**src/rtl/tmatch_alarm.sv**
```systemverilog
module tmatch_alarm #(
  parameter int NFIELD = 7,
  parameter int FW     = 8,
  parameter int AW     = 4
) (
  input  logic                 clk,
  input  logic                 rst_n,
  input  logic                 sec_tick,
  input  logic [NFIELD*FW-1:0] time_in,
  input  logic [AW-1:0]        reg_addr,
  input  logic                 reg_rd,
  input  logic                 reg_wr,
  input  logic [7:0]           reg_wdata,
  output logic [7:0]           reg_rdata,
  input  logic                 batt_low,
  input  logic                 data_valid,
  input  logic                 xtal_fail,
  output logic [7:0]           status,
  output logic                 alarm_n
);
  localparam logic [AW-1:0] CFG_A  = AW'(NFIELD);
  localparam logic [AW-1:0] STAT_A = AW'(NFIELD + 1);

  logic [7:0]        cfg_q;
  logic [FW-1:0]     thr_q [NFIELD];
  logic [NFIELD-1:0] fld_eq;
  logic              alarm_q;

  for (genvar g = 0; g < NFIELD; g++) begin : g_cmp
    assign fld_eq[g] = time_in[g*FW +: FW] == thr_q[g];
  end

  wire [NFIELD-1:0] cmp_en = cfg_q[NFIELD-1:0];
  wire cmp_hit = (|cmp_en) & (&(fld_eq | ~cmp_en));
  wire fire    = sec_tick & (cfg_q[7] | cmp_hit);
  wire acc_clr = (reg_rd | reg_wr) & (reg_addr <= CFG_A);

  always_ff @(posedge clk) begin
    if (!rst_n) begin
      cfg_q   <= '0;
      alarm_q <= 1'b0;
      for (int i = 0; i < NFIELD; i++) thr_q[i] <= '0;
    end else begin
      if (reg_wr && reg_addr == CFG_A) cfg_q <= reg_wdata;
      for (int i = 0; i < NFIELD; i++)
        if (reg_wr && reg_addr == AW'(i)) thr_q[i] <= FW'(reg_wdata);
      if (fire)         alarm_q <= 1'b1;
      else if (acc_clr) alarm_q <= 1'b0;
    end
  end

  assign status  = {xtal_fail, data_valid, batt_low, alarm_q, 4'b0000};
  assign alarm_n = ~alarm_q;

  always_comb begin
    reg_rdata = '0;
    if (reg_addr == CFG_A)       reg_rdata = cfg_q;
    else if (reg_addr == STAT_A) reg_rdata = status;
    else
      for (int i = 0; i < NFIELD; i++)
        if (reg_addr == AW'(i)) reg_rdata = 8'(thr_q[i]);
  end
endmodule


```
**config.mk**
```make
export PLATFORM = sky130hd
export DESIGN_NAME = tmatch_alarm
export DESIGN_NICKNAME = d
export VERILOG_FILES = /design/src/rtl/tmatch_alarm.sv
export SDC_FILE = /design/constraint.sdc
export NUM_CORES = 1
export LEC_CHECK = 0
export ABC_CLOCK_PERIOD_IN_PS = 2100
export BUFFER_PORTS_ARGS = -buffer_cell sky130_fd_sc_hd__buf_4
export CAP_MARGIN = 30
export CORE_MARGIN = 1.5
export CORE_UTILIZATION = 54
export CTS_BUF_LIST = sky130_fd_sc_hd__clkbuf_16
export DETAILED_ROUTE_END_ITERATION = 10
export PLACE_DENSITY = 0.81
export RECOVER_POWER = 100
export SYNTH_ARGS = -nofsm -noshare
export SYNTH_HDL_FRONTEND = slang
export SYNTH_SLANG_ARGS = --single-unit
```
**constraint.sdc**
```tcl
create_clock -name clk -period 2.1 [get_ports clk]
set_input_delay 0.315 -clock clk [delete_from_list [all_inputs] [get_ports clk]]
set_output_delay 0.315 -clock clk [all_outputs]
set_load 0.03 [all_outputs]
```
== Word-level counts from Yosys, hierarchy flattened ==
Memory sizes are Yosys's and may differ from the RTL's.
Cells that the tools add are included.
W data, S select, Z words.

* Reduce and logical (&&, ||, !) cells: 12
* Eq/ne operators: 15
* Order comparisons: 1
* Multiplexer cells: 40
* Bitwise gates (word level): 15

{| class="wikitable"
|+ Operators with widths
! kind !! number
|-
| $mux W8 || 16
|-
| $eq A8 B8 Y1 || 7
|-
| $mux W1 || 24
|-
| $eq A4 B3 Y1 const B || 4
|-
| $or A1 B1 Y1 || 9
|-
| $eq A4 B2 Y1 const B || 2
|-
| $logic_and A1 B1 Y1 || 8
|-
| $not A7 Y7 || 1
|-
| $or A7 B7 Y7 || 1
|-
| $reduce_and A7 Y1 || 1
|-
| $reduce_or A7 Y1 || 1
|-
| $eq A4 B1 Y1 const B || 1
|-
| $eq A4 B4 Y1 const B || 1
|-
| $le A4 B3 Y1 const B || 1
|-
| $logic_not A4 Y1 || 1
|-
| $and A1 B1 Y1 || 3
|-
| $reduce_bool A2 Y1 || 1
|-
| $not A1 Y1 || 1
|}

* Memory bits (writable): 56
* Bits in registers: 9
* Memories kept: 1
* Output and inout bits: 17
* Input port bits: 76

{| class="wikitable"
|+ Memory list
! memory !! depth !! width !! rd ports !! clocked after memory_dff !! wr ports !! line !! source
|-
| thr_q || 7 || 8 || 7 || 0 || 7 || 25 || <nowiki>logic [FW-1:0] thr_q [NFIELD];</nowiki>
|}

== Longest topological paths before layout ==
Gate-level depths: netlist (run 1).

* Word-level depth: 10
* Gate-level depth with buffers: 7
* Gate-level depth less buffers: 6

== Worst setup path before layout (run 1) ==
No wires, ideal clock.

* Path kind: input-to-output
* Start: input reg_addr[1]
* End: output reg_rdata[2]
* Path buffers: 2
* Data required time: 1,785 ps
* Slack: 120 ps
* Arrival: 1,665 ps
* Stages: 5
* Cell sequence: buf_2 buf_2 and2b_1 a22oi_1 o21ai_0

* Longest elaborated chain between the ends: 10
* Elaborated cells between the ends (all ways): 18
* Classes of those cells: 8 x eq/ne; 9 x mux; 1 x reduce/logical

{| class="wikitable"
|+ RTL lines
! item !! line !! source
|-
| start: declaration || 10 || <nowiki>input logic [AW-1:0] reg_addr,</nowiki>
|-
| $logic_not A4 Y1 || 61 || <nowiki>if (reg_addr == AW'(i)) reg_rdata = 8'(thr_q[i]);</nowiki>
|-
| $mux W8 (7 in series) || 61 ||
|-
| $mux W8 || 58 || <nowiki>else if (reg_addr == STAT_A) reg_rdata = status;</nowiki>
|-
| $mux W8 (*) || 57 || <nowiki>if (reg_addr == CFG_A) reg_rdata = cfg_q;</nowiki>
|-
| end: declaration || 14 || <nowiki>output logic [7:0] reg_rdata,</nowiki>
|}

Every way passes the cells marked *; elsewhere a longest branch is shown, timed or not.

==> results of run 1 <==
[how the worst max path moves through the flow]
stage                               to
after detailed placement   thr_q[2][2]
after global placement     thr_q[2][3]
after CTS                 reg_rdata[6]
after floorplan           reg_rdata[2]
final                     reg_rdata[7]
after global routing      reg_rdata[6]
[area by class of cell]
| type | instances | area [µm²] |
|---|---|---|
| Clock inverter | 6 | 52.6 |
| Inverter | 9 | 33.8 |
| Timing Repair Buffer | 98 | 694 |
| Sequential cell | 65 | 1860 |
| Tap cell | 80 | 100 |
| Multi-Input combinational cell | 246 | 1690 |
| Clock buffer | 9 | 225 |
| Fill cell | 485 | 2060 |
[routing by layer]
layer / wire length [µm] / part of all wire (%)
met1: 3740 / 36
met3: 1300 / 13
met4: 336 / 3.3
met2: 4880 / 48
met5: 0 / 0
[worst max-delay path: cells and delay by family (launching register included)]
kind	cells	cell delay (ps)
muxes	2	650
DFF	1	470
buffers and inverters	1	170
AOI/OAI and AO/OA	1	90
[power by group through the flow]
stage | Sequential [µW] | Clock, µW | Combinational [µW]
global route | 1560 | 1460 | 565
CTS | 1550 | 1400 | 536
floorplan | 1540 | 0 | 336
global placement | 1580 | 0 | 521
detailed placement | 1580 | 0 | 531
finish | 1560 | 1400 | 528
[sequential cells by signal, summed over array words and instances (netlist names)]
register and count:
alarm_q 1, cfg_q 8, thr_q 56
[placed cells by master, fill, tap and decap left out, drive strengths merged]
cell type	n
buf	87
nor2	60
edfxtp	56
xnor2	49
nand2	22
clkbuf	20
o21ai	18
nand4	16
mux2i	15
nor2b	13
inv	11
dfxtp	9
mux4	9
xor2	7
a21oi	5
mux2	4
nand3	4
conb	4
a22oi	3
o22ai	3
clkinv	3
nand2b	2
or4	2
nor3	2
nor4b	2
o221ai	1
and2b	1
or2	1
o31ai	1
and4	1
nor4	1
bufinv	1
[timing repair]
action | 4_1_cts | 5_1_grt
buffers inserted | 0 | 1
setup endpoints to repair | 0 | 1
gates resized for setup | 0 | 1
[stage by stage]
step / total power [µW] / hold WS, ps / instance area, µm²
3_5_place_dp: 2110 / 549 / 4420
5_1_grt: 3580 / 265 / 4650
2_1_floorplan: 1880 / 481 / 3740
4_1_cts: 3490 / 249 / 4700
6_report: 3480 / 254 / 4650
3_3_place_gp: 2100 / 539 / 4420
[cell families (layout without fill, tap and decap cells)]
logic type	after synthesis	in the layout
and+or+nand+nor	127	127
DFF	65	65
xor gates and xnor gates	56	56
AOI/OAI and AO/OA	31	31
buffers and inverters	31	122
muxes	28	28
other	1	4
==> metrics.yaml, run 1 <==
status: "finished, final reports clean"
fin_worst_skew_ps: 4.15
placedCellCount: 497
syn-cell-area_um2: 3730
ioPinCount: 93
cts_root_buf: "clkbuf_16"
r2r_end: "alarm_q"
cellLeakagePower_uw: 0.00183
power.internal_uw: 2640
drtIter0Drc: 393
yosys-top-cells-count: "60 x nor2_1, 56 x edfxtp_1, 49 x xnor2_1"
yosys-mux-area-fraction_pct: 11.1
combPwrFrac_pct: 15.1
synth_fa_ha_area_share_pct: 0
grt_pass1_vias: 2902
busiest_layer: "met2"
vias: 3027
synth_edf_count: 56
ff2ff_path_depth: 7
min_delay_path_depth: 3
met2_usage_pct: 45.6
synth_area_per_cell_um2: 11.0
cp.arrival_ps: 1700
synth-compound-area-share_pct: 4.63
ir_worst_vdd_mv: 0.500
start_util_pct: 55.5
yosysTopAreaCellShare_pct: 45.1
synthArstFlopShare_pct: 0
gp_congestion: 0.974
antenna_found_initial: 0
syn2layout_area_growth_pct: 24.9
die_w_um: 86.1
cts_inserted_buffers: 9
instances_no_fill: 513
p_per_area_nw_per_um2: 749
cp-startpoint: "thr_q[2][7]"
relSlewSlack_pct: 30.7
fin_util_pct: 69.3
whs_endpoint: "cfg_q[6]"
final_max_slew_viol_count: 0
period_share_pct: 96.1
yosys.area.top_type: "edfxtp_1"
die_area_um2: 7410
path_max_fanout: 2
clock-sinks: 65
grt_util_met3_pct: 8.85
antenna_cells: 0
max_stage_delay_ps: 520
yosysMostFrequentCell: "nor2_1"
crit_type: "flip-flop to output port"
switching_share_pct: 24.2
yosys.area_share.simple_pct: 16.4
wl_um: 10300
p_sw_uw: 844
final.setup.tns_ps: 0
rows: 30
grt_max_degree: 26
crit_path_cell_trace: "mux4_1 > mux2i_1 > o21ai_0 > buf_4"
dp_hpwl_um: 7740
synth_top_family_by_area: "simple AND/OR/NAND/NOR gates"
wl_per_cell_um: 20.0
cts_tree: "yes"
finalHoldViolCount: 0
core-area_um2: 6720
synth_xor_area_share_pct: 13.2
io_buffer_count: 88
ys_top_cells_by_area: "edfxtp_1 45%, xnor2_1 12%, nor2_1 6.0%, dfxtp_1 4.8%, mux2i_1 4.0%"
met1_usage_pct: 36.0
setup_slack_ps: 82.8
clk_pin_slew_ps: 50
drc: 0
grt.total_usage_pct: 28.4
synth-seq-cells: 65
rsz0062_at_grt: "false"
insertion_delay_ps: 330
cp.required_ps: 1780
period_needed_ps: 2020
ys.flop_type: "edfxtp_1"
seq_power_share_pct: 44.7
dieHeight_um: 86.1
grt_pass1_wl_um: 15100
endpoint_kind: "output port"
cts_buffer_depth: 2
start_kind: "flip-flop"
max_freq_mhz: 496
hp-start: "reg_wdata[6]"
htree_levels: 3
grt_overflow: 0
netlist_instances: 339
r2r-start: "thr_q[5][6]"
p_clk_share_pct: 40.1
drt_pass1_iterations: 5
ant_nets: 0
maxCapViolations: 0
worst_slew_pin_slew_ps: 1040
viasPerCell: 5.90
drive_above_1_share_pct: 26.8
synth.distinct_cells: 36
setup_viol: 0
ctsHoldBuffers: 0
hold_class: "input pin to flip-flop"
yosys_warnings: 0
final_nets: 505
dp_slack_ps: 125
cp_slowest_cell: "mux4_1"
ys_seq_area_share_pct: 50.0
rrSetupSlack_ps: 370
(Power assumes the default switching activity.)
==> inputs of run 2 (changes only) <==
--- a/config.mk
+++ b/config.mk
@@ -5,6 +5,7 @@
 export SDC_FILE = /design/constraint.sdc
 export NUM_CORES = 1
 export LEC_CHECK = 0
+export ABC_AREA = 1
 export ABC_CLOCK_PERIOD_IN_PS = 2100
 export BUFFER_PORTS_ARGS = -buffer_cell sky130_fd_sc_hd__buf_4
 export CAP_MARGIN = 30
@@ -12,7 +13,8 @@
 export CORE_UTILIZATION = 54
 export CTS_BUF_LIST = sky130_fd_sc_hd__clkbuf_16
 export DETAILED_ROUTE_END_ITERATION = 10
-export PLACE_DENSITY = 0.81
+export MAX_ROUTING_LAYER = met4
+export PLACE_DENSITY = 0.83
 export RECOVER_POWER = 100
 export SYNTH_ARGS = -nofsm -noshare
 export SYNTH_HDL_FRONTEND = slang
==> run 2 against run 1 <==
Clock skew rose by 1.4 ps; critical endpoint is now reg_rdata[6]; clock power shrank 5%; count of clock-buffer cells in the layout stayed put; sequential power about the same; first-iteration DRC count rose by 5.3%; die area increased by 4.6%; via count rose by 22%; wire length up 14%.
==> metrics.yaml, run 2 <==
maxCapViolations: 0  # unchanged
grt_pass1_vias: 3557  # +23%
yosys.area.top_type: "edfxtp_1"
cts_buffer_depth: 2  # unchanged
yosysTopAreaCellShare_pct: 43.1  # -2.1 points
syn2layout_area_growth_pct: 26.3
worst-path-buf-inv: 1  # unchanged
final_cell_mix: "151 x nand2_1, 86 x buf_4, 77 x nor2_1, 57 x inv_1, 56 x edfxtp_1"
grt.total_usage_pct: 33.1  # +4.7 points
grt_pass1_wl_um: 17900  # +18%
synth.distinct_cells: 31  # -14%
r2r-start: "thr_q[2][2]"
totalPowerFinal_uw: 3450  # -1.1%
largest_reg_flops: 56  # unchanged
viasPerCell: 5.33  # -9.6%
rsz0062_at_grt: "true"
whs_endpoint: "alarm_q"
final_common_cell: "nand2_1"
instances_no_fill: 691  # +35%
start_util_pct: 56.5  # +1.1 points
rows: 30  # unchanged
crit_path_cell_trace: "nand2_1 > nand2_1 > a21oi_1 > nand4_1 > a21oi_2 > nand3_1 > buf_4"
path_max_fanout: 2  # unchanged
ys.flop_type: "edfxtp_1"
relSlewSlack_pct: 28.4  # -2.3 points
die_w_um: 88.0  # +2.3%
ys_top_cells_by_area: "edfxtp_1 43%, nand2_1 15%, xnor2_1 9.2%, nor2_1 7.4%, inv_1 5.4%"
netlist_instances: 491  # +45%
ff2ff_path_depth: 12  # +5
vias: 3685  # +22%
antenna_found_initial: 0  # unchanged
final_max_slew_viol_count: 0  # unchanged
placedCellCount: 672  # +35%
yosys-top-cells-count: "151 x nand2_1, 77 x nor2_1, 56 x edfxtp_1, 56 x inv_1, 41 x xnor2_1"
synth_area_per_cell_um2: 7.95  # -28%
cts_root_buf: "clkbuf_16"
insertion_delay_ps: 330  # about the same
synth_edf_count: 56  # unchanged
cts_inserted_buffers: 9  # unchanged
drtIter0Drc: 414  # +5.3%
grt_max_degree: 24  # -7.7%
r2r_end: "alarm_q"
min_delay_path_depth: 3  # unchanged
cp.required_ps: 1780  # about the same
clock-sinks: 65  # unchanged
worst_slew_pin_slew_ps: 1070  # +34.3 ps
p_per_area_nw_per_um2: 699  # -6.7%
yosysMostFrequentCell: "nand2_1"
synth-seq-cells: 65  # unchanged
ant_nets: 0  # unchanged
period_needed_ps: 2030  # +11.6 ps
cts_tree: "yes"
endpoint_kind: "output port"
dieHeight_um: 88.0  # +2.3%
rrSetupSlack_ps: 500  # +130 ps
gp_congestion: 0.963  # -1.1%
wl_um: 11700  # +14%
core-area_um2: 6910  # +2.8%
yosys_warnings: 0  # unchanged
dp_hpwl_um: 9200  # +19%
regMostFlops: "thr_q"
antenna_cells: 0  # unchanged
fin_worst_skew_ps: 5.60  # +1.45 ps
cp.arrival_ps: 1710  # about the same
drc: 0  # unchanged
grt_overflow: 0  # unchanged
wl_per_cell_um: 17.0  # -15%
final_nets: 666  # +32%
drt_pass1_iterations: 5  # unchanged
crit_family: "simple AND/OR/NAND/NOR gates"
max_freq_mhz: 493  # -0.57%
status: "finished, final reports clean"
start_kind: "flip-flop"
synthArstFlopShare_pct: 0  # unchanged
period_share_pct: 96.6  # +0.55 points
syn-cell-area_um2: 3900  # +4.8%
htree_levels: 3  # unchanged
hp-start: "sec_tick"
ys_seq_area_share_pct: 47.7  # -2.3 points
max_stage_delay_ps: 420  # -100 ps
io_buffer_count: 88  # unchanged
drive_above_1_share_pct: 21.8  # -4.9 points
crit_type: "flip-flop to output port"
clk_pin_slew_ps: 50  # about the same
ioPinCount: 93  # unchanged
finalHoldViolCount: 0  # unchanged
die_area_um2: 7750  # +4.6%
setup_viol: 0  # unchanged
cellLeakagePower_uw: 0.00224  # +23%
ir_worst_vdd_mv: 0.481  # -3.8%
cp_slowest_cell: "edfxtp_1"
top_regs: "thr_q: 56 flops, cfg_q: 8 flops, alarm_q: 1 flops"
hold_class: "input pin to flip-flop"
crit_top_cell: "nand2_1"
nFillCells: 609  # +26%
-- run 2: cell count changes after synthesis, sizes merged, moves of 4 or more --
cell   before  now
nand3       4   20
mux2i      15    0
inv         9   64
nor2       60   81
xnor2      49   41
mux2        4    0
nand4      16    5
buf        16   10
xor2        7    0
a21oi       5   21
nor2b      13    0
mux4        9    0
nand2      22  158
-- run 2: cell type report --
type                    count  area [µm²]  share of cell area [%]
clock buffers               9         225                    4.57
clock inverters             7        37.5                   0.761
inverters                  65         251                    5.10
multi-input cells         351        1740                    35.3
flip-flops and latches     65        1860                    37.8
well taps                  96         120                    2.44
repair buffers             98         696                    14.1
-- run 2: kinds of logic (layout without fill, tap and decap cells) --
| family | Yosys count | count (layout) | share of synthesized area [%] |
|---|---|---|---|
| and+or+nand+nor | 266 | 266 | 28.7 |
| buffers and inverters | 78 | 179 | 8.59 |
| DFF | 65 | 65 | 47.7 |
| xor gates and xnor gates | 41 | 41 | 9.20 |
| AOI/OAI and AO/OA | 40 | 40 | 5.71 |
| other | 1 | 4 | 0.0961 |
-- run 2: worst max-delay path by stage --
| stage | from | endpoint | slack (ps) | cells past startpoint |
|---|---|---|---|---|
| after floorplan | reg_wr | thr_q[0][0] | 340 | 3 |
| after CTS | thr_q[0][7] | reg_rdata[7] | 100 | 7 |
| after global routing | thr_q[1][5] | reg_rdata[5] | -10 | 7 |
| final | thr_q[1][6] | reg_rdata[6] | 70 | 7 |
| after detailed placement | reg_addr[1] | thr_q[4][7] | 160 | 8 |
| after global placement | reg_addr[1] | thr_q[4][2] | 200 | 8 |
-- run 2: stage by stage --
stage	instance area [µm²]	util [%]	setup slack [ps]	setup TNS (ps)	hold slack [ps]
global route	4930	71.4	-11.6	-34.5	293
finish	4930	71.4	71.2	0	274
global placement	4660	67.5	204	0	466
floorplan	3920	-	337	0	444
CTS	4930	71.3	100	0	266
detailed placement	4660	67.5	162	0	468
-- run 2: metal layers --
layer	up-vias	global-route usage, %	routed length (µm)
met5	-	-	0
met4	0	13.2	306
met3	34	6.22	1220
met2	216	54.4	5730
met1	1698	40.3	4470
li1	1737	-	-
-- run 2: timing repair --
| item | CTS | global route |
|---|---|---|
| resized for setup | 0 | 8 |
| buffers inserted | 0 | 3 |
| hold buffers | 0 | 0 |
| setup endpoints to repair | 0 | 5 |
-- run 2: worst min-delay path, delay by kind of cell --
| kind | cells | cell delay [ps] |
|---|---|---|
| compound gates | 1 | 60 |
| simple gates | 1 | 60 |
| buf+inv | 1 | 120 |
-- run 2: power breakdown --
group,internal (µW),switching (µW),leakage (µW)
logic,244,318,0.00151
registers,1480,75.9,0.000610
clock network,782,543,0.000126
==> inputs of run 3 (changes only) <==
--- a/config.mk
+++ b/config.mk
@@ -10,11 +10,11 @@
 export BUFFER_PORTS_ARGS = -buffer_cell sky130_fd_sc_hd__buf_4
 export CAP_MARGIN = 30
 export CORE_MARGIN = 1.5
-export CORE_UTILIZATION = 54
-export CTS_BUF_LIST = sky130_fd_sc_hd__clkbuf_16
+export CORE_UTILIZATION = 56
+export CTS_BUF_LIST = sky130_fd_sc_hd__clkbuf_4
 export DETAILED_ROUTE_END_ITERATION = 10
 export MAX_ROUTING_LAYER = met4
-export PLACE_DENSITY = 0.83
+export PLACE_DENSITY = 0.86
 export RECOVER_POWER = 100
 export SYNTH_ARGS = -nofsm -noshare
 export SYNTH_HDL_FRONTEND = slang
==> run 3 against run 2 <==
Clock power is 13% lower; critical path type unchanged; cell area is 1.2% higher; largest power group unchanged; flip-flop and latch count stayed put; clock skew is 5.1 ps higher; core utilization is 2.5 points higher; worst setup slack worse by 49 ps; final cell count is 1.3% lower.
==> metrics.yaml, run 3 (synthesis gave the netlist of run 2 again) <==
status: "finished, final reports clean"
worst-path-buf-inv: 2  # +1
clk_pin_slew_ps: 110  # +60 ps
power.internal_uw: 2460  # -1.8%
top_regs: "thr_q: 56 flops, cfg_q: 8 flops, alarm_q: 1 flops"
dieHeight_um: 86.5  # -1.7%
die_area_um2: 7480  # -3.5%
combPwrFrac_pct: 18.2  # +1.9 points
rows: 30  # unchanged
crit_family: "flip-flops"
path_max_fanout: 2  # unchanged
finalHoldViolCount: 0  # unchanged
grt_pass1_vias: 3508  # -1.4%
cts_tree: "yes"
multi_input_area_um2: 1780  # +2.1%
nFillCells: 499  # -18%
p_clk_share_pct: 35.0  # -3.5 points
seq_power_share_pct: 46.7  # +1.5 points
syn2layout_area_growth_pct: 27.9
vias: 3775  # +2.4%
viasPerCell: 5.54  # +3.8%
seqCellArea_um2: 1860  # unchanged
die_w_um: 86.5  # -1.7%
period_needed_ps: 2080  # +48.7 ps
core-area_um2: 6760  # -2.2%
fin_worst_skew_ps: 10.7  # +5.14 ps
dp_hpwl_um: 8740  # -5.0%
cp_slowest_cell: "edfxtp_1"
wl_per_cell_um: 17.1  # +0.83%
final_max_slew_viol_count: 0  # unchanged
final_common_cell: "nand2_1"
ctsHoldBuffers: 0  # unchanged
crit_path_cell_trace: "inv_2 > o21ai_2 > a21oi_2 > nand4_1 > a21oi_2 > nand3_1 > buf_6"
cp.required_ps: 1780  # about the same
cts_root_buf: "clkbuf_4"
fin_hold_ws_ps: 173  # -100 ps
endpoint_kind: "output port"
gp_congestion: 0.955  # -0.90%
relSlewSlack_pct: 25.1  # -3.3 points
grt_max_degree: 24  # unchanged
htree_levels: 3  # unchanged
insertion_delay_ps: 410  # +80 ps
cp.arrival_ps: 1760  # +50 ps
p_sw_uw: 855  # -8.7%
p_per_area_nw_per_um2: 665  # -4.9%
drive_above_1_share_pct: 26.4  # +4.6 points
start_util_pct: 57.8  # +1.3 points
worst_slew_pin_slew_ps: 1120  # +50.2 ps
final_nets: 673  # +1.1%
rrSetupSlack_ps: 470  # -30 ps
cts_inserted_buffers: 9  # unchanged
max_stage_delay_ps: 440  # +20 ps
grt_pass1_wl_um: 17600  # -1.7%
start_kind: "flip-flop"
ioPinCount: 93  # unchanged
regMostFlops: "thr_q"
hold_class: "input pin to flip-flop"
clock-sinks: 65  # unchanged
grt.total_usage_pct: 33.1  # about the same
setup_viol: 0  # unchanged
switching_share_pct: 25.8  # -1.4 points
cellLeakagePower_uw: 0.00231  # +2.9%
drt_pass1_iterations: 6  # +1
maxCapViolations: 0  # unchanged
ir_worst_vdd_mv: 0.428  # -11%
rsz0062_at_grt: "true"
period_share_pct: 98.9  # +2.3 points
ant_nets: 0  # unchanged
cts_buffer_depth: 2  # unchanged
largest_reg_flops: 56  # unchanged
crit_type: "flip-flop to output port"
antenna_found_initial: 0  # unchanged
fin_util_pct: 73.9  # +2.5 points
drtIter0Drc: 614  # +48%
max_freq_mhz: 481  # -2.3%
wl_um: 11700  # -0.49%
final_cell_mix: "149 x nand2_1, 99 x buf_4, 77 x nor2_1, 56 x edfxtp_1, 53 x inv_1"
antenna_cells: 0  # unchanged
io_buffer_count: 88  # unchanged
crit_top_cell: "a21oi_2"
drc: 0  # unchanged
grt_overflow: 0  # unchanged
[run 3: changes by cell type in the layout (fill, tap and decap cells not counted), sizes merged]
cell and change:
clkinv -2, clkbuf -11, clkinvlp -2, bufinv +4, buf +18
[run 3: per-stage QoR]
stage               worst slack [ps]  instances  TNS, ps  total power, µW  area [µm²]
floorplan                        337        494        0             1870        3920
finish                          22.4        682        0             3320        4990
global placement                 214        656        0             2110        4640
detailed placement               187        656        0             2130        4640
global route                   -79.5        682     -291             3440        4990
CTS                             1.04        673        0             3280        4850
[run 3: area by class of cell]
type | instances | share of cell area [%]
sequential | 65 | 37.3
inverter | 65 | 5.04
multi-input combinational | 351 | 35.6
clock inverter | 7 | 2.66
tap | 80 | 2.01
clock buffer | 9 | 1.35
timing repair buffer | 105 | 16.1
[run 3: worst register-to-register path: cells and delay by family (launching register included)]
| kind | cells | cell delay [ps] |
|---|---|---|
| DFF | 1 | 470 |
| buffers and inverters | 1 | 170 |
| xor gates and xnor gates | 1 | 180 |
| AOI/OAI and AO/OA | 1 | 110 |
| and+or+nand+nor | 9 | 630 |
[run 3: repair_timing]
item                                    CTS  global route
gates resized for setup                   1            22
hold endpoints to repair                  0             0
pin swaps                                 1            12
buffers inserted                          1             9
endpoints found under the setup margin    1             7
[run 3: path summary, 6_finish.rpt]
path,from,to,cells past startpoint
max reg2reg,thr_q[2][0],alarm_q,12
max,thr_q[0][5],reg_rdata[5],7
min reg2reg,cfg_q[7],cfg_q[7],2
min,sec_tick,alarm_q,3
[run 3: power groups by stage]
stage               combinational (µW)  clock, µW  sequential (µW)
global route                       656       1220             1560
floorplan                          325          0             1550
detailed placement                 555          0             1580
finish                             606       1160             1550
CTS                                562       1170             1550
global placement                   536          0             1570
[run 3: routing by layer]
metal,GRT usage [%],routed length (µm),up-vias
met2,53.3,5680,275
met1,41.2,4210,1700
met4,13.9,425,0
met3,6.29,1350,48
met5,-,0,-
li1,-,-,1752
